### config.mk
export PLATFORM = sky130hd
export DESIGN_NAME = bus_cycle_seq
export DESIGN_NICKNAME = d
export VERILOG_FILES = /design/src/rtl/bcs_pkg.sv /design/src/rtl/bcs_ready_gen.sv /design/src/rtl/bcs_seq.sv /design/src/rtl/bcs_strobe_dec.sv /design/src/rtl/bus_cycle_seq.sv
export SDC_FILE = /design/constraint.sdc
export NUM_CORES = 1
export LEC_CHECK = 0
export BUFFER_PORTS_ARGS = -buffer_cell sky130_fd_sc_hd__buf_2
export CAP_MARGIN = 20
export CORE_MARGIN = 10
export CORE_UTILIZATION = 43
export DETAILED_ROUTE_END_ITERATION = 8
export PLACE_DENSITY_LB_ADDON = 0.12
export SYNTH_ARGS = -nofsm -noshare
export SYNTH_HDL_FRONTEND = slang
export SYNTH_SLANG_ARGS = --single-unit
export TNS_END_PERCENT = 10
### constraint.sdc
create_clock -name clk -period 1.68 [get_ports clk]
set_input_delay 0.084 -clock clk [delete_from_list [all_inputs] [get_ports clk]]
set_output_delay 0.084 -clock clk [all_outputs]
set_load 0.02 [all_outputs]
### src/rtl/bcs_pkg.sv
package bcs_pkg;
    typedef enum logic [2:0] {
        TS_IDLE = 3'd0,
        TS_T1   = 3'd1,
        TS_T2   = 3'd2,
        TS_T3   = 3'd3,
        TS_TW   = 3'd4,
        TS_T4   = 3'd5
    } tstate_e;
endpackage

### src/rtl/bcs_ready_gen.sv
// Combines the slot ready line with bus ownership.
module bcs_ready_gen (
    input  logic chan_rdy,
    input  logic aen,
    output logic ready,
    output logic bus_free
);
    always_comb begin
        bus_free = ~aen;
        ready    = chan_rdy & ~aen;
    end
endmodule

### src/rtl/bcs_seq.sv
// Phase sequencer: request capture, wait counting, read data capture.
module bcs_seq
    import bcs_pkg::*;
#(
    parameter int ADDR_W = 20,
    parameter int DATA_W = 8,
    parameter int WAIT_W = 3
) (
    input  logic              clk,
    input  logic              rst_n,
    input  logic              req_valid,
    input  logic              req_write,
    input  logic [ADDR_W-1:0] req_addr,
    input  logic [DATA_W-1:0] req_wdata,
    input  logic [WAIT_W-1:0] min_wait,
    input  logic              ready,
    input  logic              bus_free,
    input  logic [DATA_W-1:0] bus_data_in,
    output tstate_e           st,
    output logic              cyc_write,
    output logic [ADDR_W-1:0] cyc_addr,
    output logic [DATA_W-1:0] cyc_wdata,
    output logic [DATA_W-1:0] rd_data,
    output logic              rd_valid,
    output logic              busy
);
    typedef struct packed {
        tstate_e           st;
        logic              pend;
        logic              wr;
        logic [ADDR_W-1:0] addr;
        logic [DATA_W-1:0] wdata;
        logic [WAIT_W-1:0] cnt;
        logic [DATA_W-1:0] rdata;
        logic              rvalid;
    } seq_s;

    seq_s seq_d, seq_q;

    always_comb begin
        seq_d        = seq_q;
        seq_d.rvalid = 1'b0;
        case (seq_q.st)
            TS_IDLE: begin
                if (!seq_q.pend && req_valid) begin
                    seq_d.wr    = req_write;
                    seq_d.addr  = req_addr;
                    seq_d.wdata = req_wdata;
                    if (bus_free) begin
                        seq_d.st = TS_T1;
                    end else begin
                        seq_d.pend = 1'b1;
                    end
                end else if (seq_q.pend && bus_free) begin
                    seq_d.pend = 1'b0;
                    seq_d.st   = TS_T1;
                end
            end
            TS_T1: begin
                seq_d.cnt = min_wait;
                seq_d.st  = TS_T2;
            end
            TS_T2: begin
                seq_d.st = TS_T3;
            end
            TS_T3, TS_TW: begin
                if (seq_q.cnt == '0 && ready) begin
                    seq_d.st = TS_T4;
                    if (!seq_q.wr) begin
                        seq_d.rdata  = bus_data_in;
                        seq_d.rvalid = 1'b1;
                    end
                end else begin
                    seq_d.st = TS_TW;
                    if (seq_q.cnt != '0) begin
                        seq_d.cnt = seq_q.cnt - 1'b1;
                    end
                end
            end
            TS_T4: begin
                seq_d.st = TS_IDLE;
            end
            default: begin
                seq_d.st = TS_IDLE;
            end
        endcase
    end

    always_ff @(posedge clk or negedge rst_n) begin
        if (!rst_n) begin
            seq_q <= '0;
        end else begin
            seq_q <= seq_d;
        end
    end

    always_comb begin
        st        = seq_q.st;
        cyc_write = seq_q.wr;
        cyc_addr  = seq_q.addr;
        cyc_wdata = seq_q.wdata;
        rd_data   = seq_q.rdata;
        rd_valid  = seq_q.rvalid;
        busy      = (seq_q.st != TS_IDLE) || seq_q.pend;
    end
endmodule

### src/rtl/bcs_strobe_dec.sv
// Decodes the phase into strobes and output enables.
module bcs_strobe_dec
    import bcs_pkg::*;
#(
    parameter int ADDR_W = 20,
    parameter int DATA_W = 8
) (
    input  tstate_e           st,
    input  logic              cyc_write,
    input  logic [ADDR_W-1:0] cyc_addr,
    input  logic [DATA_W-1:0] cyc_wdata,
    input  logic              bus_free,
    output logic              bus_ale,
    output logic [ADDR_W-1:0] bus_addr,
    output logic              bus_addr_oe,
    output logic              bus_rd,
    output logic              bus_wr,
    output logic [DATA_W-1:0] bus_data_out,
    output logic              bus_data_oe
);
    logic in_cycle;
    logic strobe_ph;

    always_comb begin
        in_cycle     = (st != TS_IDLE);
        strobe_ph    = (st == TS_T2) || (st == TS_T3) || (st == TS_TW) || (st == TS_T4);
        bus_addr     = cyc_addr;
        bus_data_out = cyc_wdata;
        bus_ale      = (st == TS_T1) && bus_free;
        bus_addr_oe  = in_cycle && bus_free;
        bus_rd       = strobe_ph && !cyc_write && bus_free;
        bus_wr       = strobe_ph && cyc_write && bus_free;
        bus_data_oe  = strobe_ph && cyc_write && bus_free;
    end
endmodule

### src/rtl/bus_cycle_seq.sv
module bus_cycle_seq
    import bcs_pkg::*;
#(
    parameter int ADDR_W = 20,
    parameter int DATA_W = 8,
    parameter int WAIT_W = 3
) (
    input  logic              clk,
    input  logic              rst_n,
    input  logic              req_valid,
    input  logic              req_write,
    input  logic [ADDR_W-1:0] req_addr,
    input  logic [DATA_W-1:0] req_wdata,
    input  logic [WAIT_W-1:0] min_wait,
    input  logic              chan_rdy,
    input  logic              aen,
    input  logic [DATA_W-1:0] bus_data_in,
    output logic              busy,
    output logic [2:0]        t_state,
    output logic              bus_ale,
    output logic [ADDR_W-1:0] bus_addr,
    output logic              bus_addr_oe,
    output logic              bus_rd,
    output logic              bus_wr,
    output logic [DATA_W-1:0] bus_data_out,
    output logic              bus_data_oe,
    output logic [DATA_W-1:0] rd_data,
    output logic              rd_valid
);
    logic              ready;
    logic              bus_free;
    tstate_e           st;
    logic              cyc_write;
    logic [ADDR_W-1:0] cyc_addr;
    logic [DATA_W-1:0] cyc_wdata;

    bcs_ready_gen u_ready (
        .chan_rdy (chan_rdy),
        .aen      (aen),
        .ready    (ready),
        .bus_free (bus_free)
    );

    bcs_seq #(
        .ADDR_W (ADDR_W),
        .DATA_W (DATA_W),
        .WAIT_W (WAIT_W)
    ) u_seq (
        .clk         (clk),
        .rst_n       (rst_n),
        .req_valid   (req_valid),
        .req_write   (req_write),
        .req_addr    (req_addr),
        .req_wdata   (req_wdata),
        .min_wait    (min_wait),
        .ready       (ready),
        .bus_free    (bus_free),
        .bus_data_in (bus_data_in),
        .st          (st),
        .cyc_write   (cyc_write),
        .cyc_addr    (cyc_addr),
        .cyc_wdata   (cyc_wdata),
        .rd_data     (rd_data),
        .rd_valid    (rd_valid),
        .busy        (busy)
    );

    bcs_strobe_dec #(
        .ADDR_W (ADDR_W),
        .DATA_W (DATA_W)
    ) u_dec (
        .st           (st),
        .cyc_write    (cyc_write),
        .cyc_addr     (cyc_addr),
        .cyc_wdata    (cyc_wdata),
        .bus_free     (bus_free),
        .bus_ale      (bus_ale),
        .bus_addr     (bus_addr),
        .bus_addr_oe  (bus_addr_oe),
        .bus_rd       (bus_rd),
        .bus_wr       (bus_wr),
        .bus_data_out (bus_data_out),
        .bus_data_oe  (bus_data_oe)
    );

    assign t_state = st;
endmodule

==> qor.txt <==
# placed instances: 298
Port Buf Inserts: 90
Final #Nets: 292
Setup Viol. Count Final: 0
CP Data Required Time: 1.85 ns
Layout Cells excl Fill: 312
FMAX: 601 MHz
Syn-to-layout area delta: 25.2%
syn_nets: 220
total grt overflow: 0
worst hold path type: primary input to register
Reg2Reg Setup Slack: 0.02 ns
vias in the first global route: 1559
Boundary Pins: 91
Fillers: 425
post-synth top area share: 0.521
routed vias: 1407
Tcrit/Tclk final: 0.990
clock transition at the registers of the reported paths: 0.08 ns
CP Capture Type: register
Final HPWL DP: 3830 um
CP Launch Type: register
asr flop ratio synth: 1.00
Worst VDD drop: 0.676 mV
Mapped Cells: 172
clock latency on the worst-skew pair: 0.29 ns
Synth area leaders: dfrtp_1 52%, mux2_2 19%, buf_4 14%
Max Clock Skew: 0.00512 ns
min cycle time layout: 1.66 ns
met1 Track Usage GR: 0.127
Post-synth top flop: dfrtp_1
clk buf depth: 2
Leak: 1.39 nW
ant diodes: 0
Worst Tran Pin Value: 0.522 ns
Post-synth EDFFs: 0
unrepaired setup endpoints after global routing: true
Clock Sink Count: 45
Slew headroom: 0.652
sequential fraction of the synthesis area: 0.521
Core Box Area: 4790 um^2
Placer Congestion: 0.761
drt first pass iters: 3
Synth Register Bits: 45
cell accounting for the most synthesized area: dfrtp_1
CTS tree: built
cell with the most instances after synthesis: dfrtp_1
Site Rows: 25
mapped cell area: 2160 um^2
largest net degree at the start of global routing: 25
Pwr Density: 1870 nW/um^2
met2 GRT Util: 0.194
die width: 90.9 um
final core utilization: 0.566
CP max FO: 9
Max Cap Viol: 0
DRC Markers: 0
top post-synthesis cells by count: 45 x dfrtp_1, 40 x buf_4, 37 x mux2_2
via/cell ratio: 4.51
share of layout cells above drive strength 1: 0.633
first-pass GRT wire length: 7850 um
unique cell type count in the Yosys netlist: 28
Final Hold Vio Count: 0
die area: 8260 um^2
antenna-violating nets left: 0
Num CTS Buffers: 5
arrival time at the worst endpoint: 1.84 ns
WS Path Type: register to register
busiest grt layer: met2
max-slew violations: 0
DR iter-0 viols: 34
final WL: 4810 um
Synthesis Warnings: 0
GRT Overall Usage: 0.118
die height: 90.9 um
initial antenna violation count: 0
run status: complete, no violations
Avg Inst Size Synth: 12.6 um^2
H-tree depth: 2
initial core utilization: 0.452
root buffer cell: clkbuf_8
Routed wire per std cell: 15.4 um
GR met3 Demand/Resource: 0.0599
==> placed cells by master (no fill, tap or decap), types with 3 or more instances in the layout <==
cell,count
buf_2,90
dfrtp_1,45
mux2_4,8
dlygate4sd3_1,5
mux2i_1,3
buf_4,11
mux2_2,29
a21oi_1,5
nor2_1,4
clkbuf_8,5
inv_1,7
o21ai_0,4
==> routing by layer <==
layer | up-vias | part of all wire | wire length [um]
met1 | 660 | 0.40 | 1930
met4 | 0 | 0.012 | 59
met3 | 7 | 0.092 | 444
met5 | - | 0 | 0
li1 | 683 | - | -
met2 | 57 | 0.49 | 2380
==> cells by family after synthesis <==
| group | Yosys count | share of synthesized area |
|---|---|---|
| AND/OR/NAND/NOR | 19 | 0.0590 |
| AO/OA/AOI/OAI | 13 | 0.0353 |
| multiplexers | 40 | 0.207 |
| flip-flops | 45 | 0.521 |
| adder cells (fa/ha/maj) | 3 | 0.0174 |
| buffers and inverters | 52 | 0.161 |
==> layout make-up <==
class	count	area [um^2]	area share
sequential	45	1130	0.416
multi-input combinational	75	757	0.280
timing repair buffer	108	623	0.230
tap	67	83.8	0.0310
clock buffer	7	76.3	0.0282
inverter	9	33.8	0.0125
clock inverter	1	7.51	0.00277
==> worst max-delay path, stage by stage, from the launching register on <==
cell and delay [ns]:
dfrtp_1 0.38, or3b_4 0.40, o21a_4 0.14, nor3_4 0.15, buf_12 0.16, mux2_4 0.30
==> report_power, final <==
part	switching (W)	leakage (nW)	internal (W)
sequential	0.000242	0.551	0.00157
combinational	0.00142	0.804	0.00120
clock	0.000339	0.0385	0.000294
==> path summary, 6_finish.rpt <==
check / start / to / depth (start not counted)
min reg2reg: u_seq.cyc_addr[3] / u_seq.cyc_addr[3] / 1
min: req_addr[8] / u_seq.cyc_addr[8] / 2
max reg2reg: u_seq.st[0] / u_seq.rd_data[6] / 5
max in group asynchronous: rst_n / u_seq.cyc_write / 3
max: u_seq.st[0] / u_seq.rd_data[6] / 5
min in group asynchronous: rst_n / u_seq.cyc_wdata[7] / 2
==> sequential cells by signal, indices dropped and copies added, names as in the netlist <==
name	cells
u_seq.seq_q	4
u_seq.rd_data	8
u_seq.cyc_write	1
u_seq.rd_valid	1
u_seq.cyc_addr	20
u_seq.cyc_wdata	8
u_seq.st	3
==> per-stage QoR <==
| stage | TNS, ns | area (um^2) | hold slack, ns | setup slack, ns | total power [W] |
|---|---|---|---|---|---|
| after detailed placement | -0.143 | 2500 | 0.0909 | -0.0241 | 0.00437 |
| final | 0 | 2710 | 0.0172 | 0.0173 | 0.00506 |
| after global routing | -0.169 | 2710 | 0.00102 | -0.0260 | 0.00546 |
| after CTS | -0.288 | 2590 | 0.00703 | -0.0448 | 0.00503 |
| after global placement | -0.0205 | 2500 | 0.0731 | -0.00278 | 0.00427 |
| after floorplan | -0.850 | 2160 | -0.212 | -0.0753 | 0.00399 |
==> what timing repair did <==
item | CTS | global route
endpoints found under the hold margin | 21 | 4
hold buffers | 1 | 4
setup endpoints to repair | 9 | 39
pin swaps | 0 | 1
setup buffers | 0 | 1
gates resized for setup | 1 | 17
(Power assumes the default switching activity.)
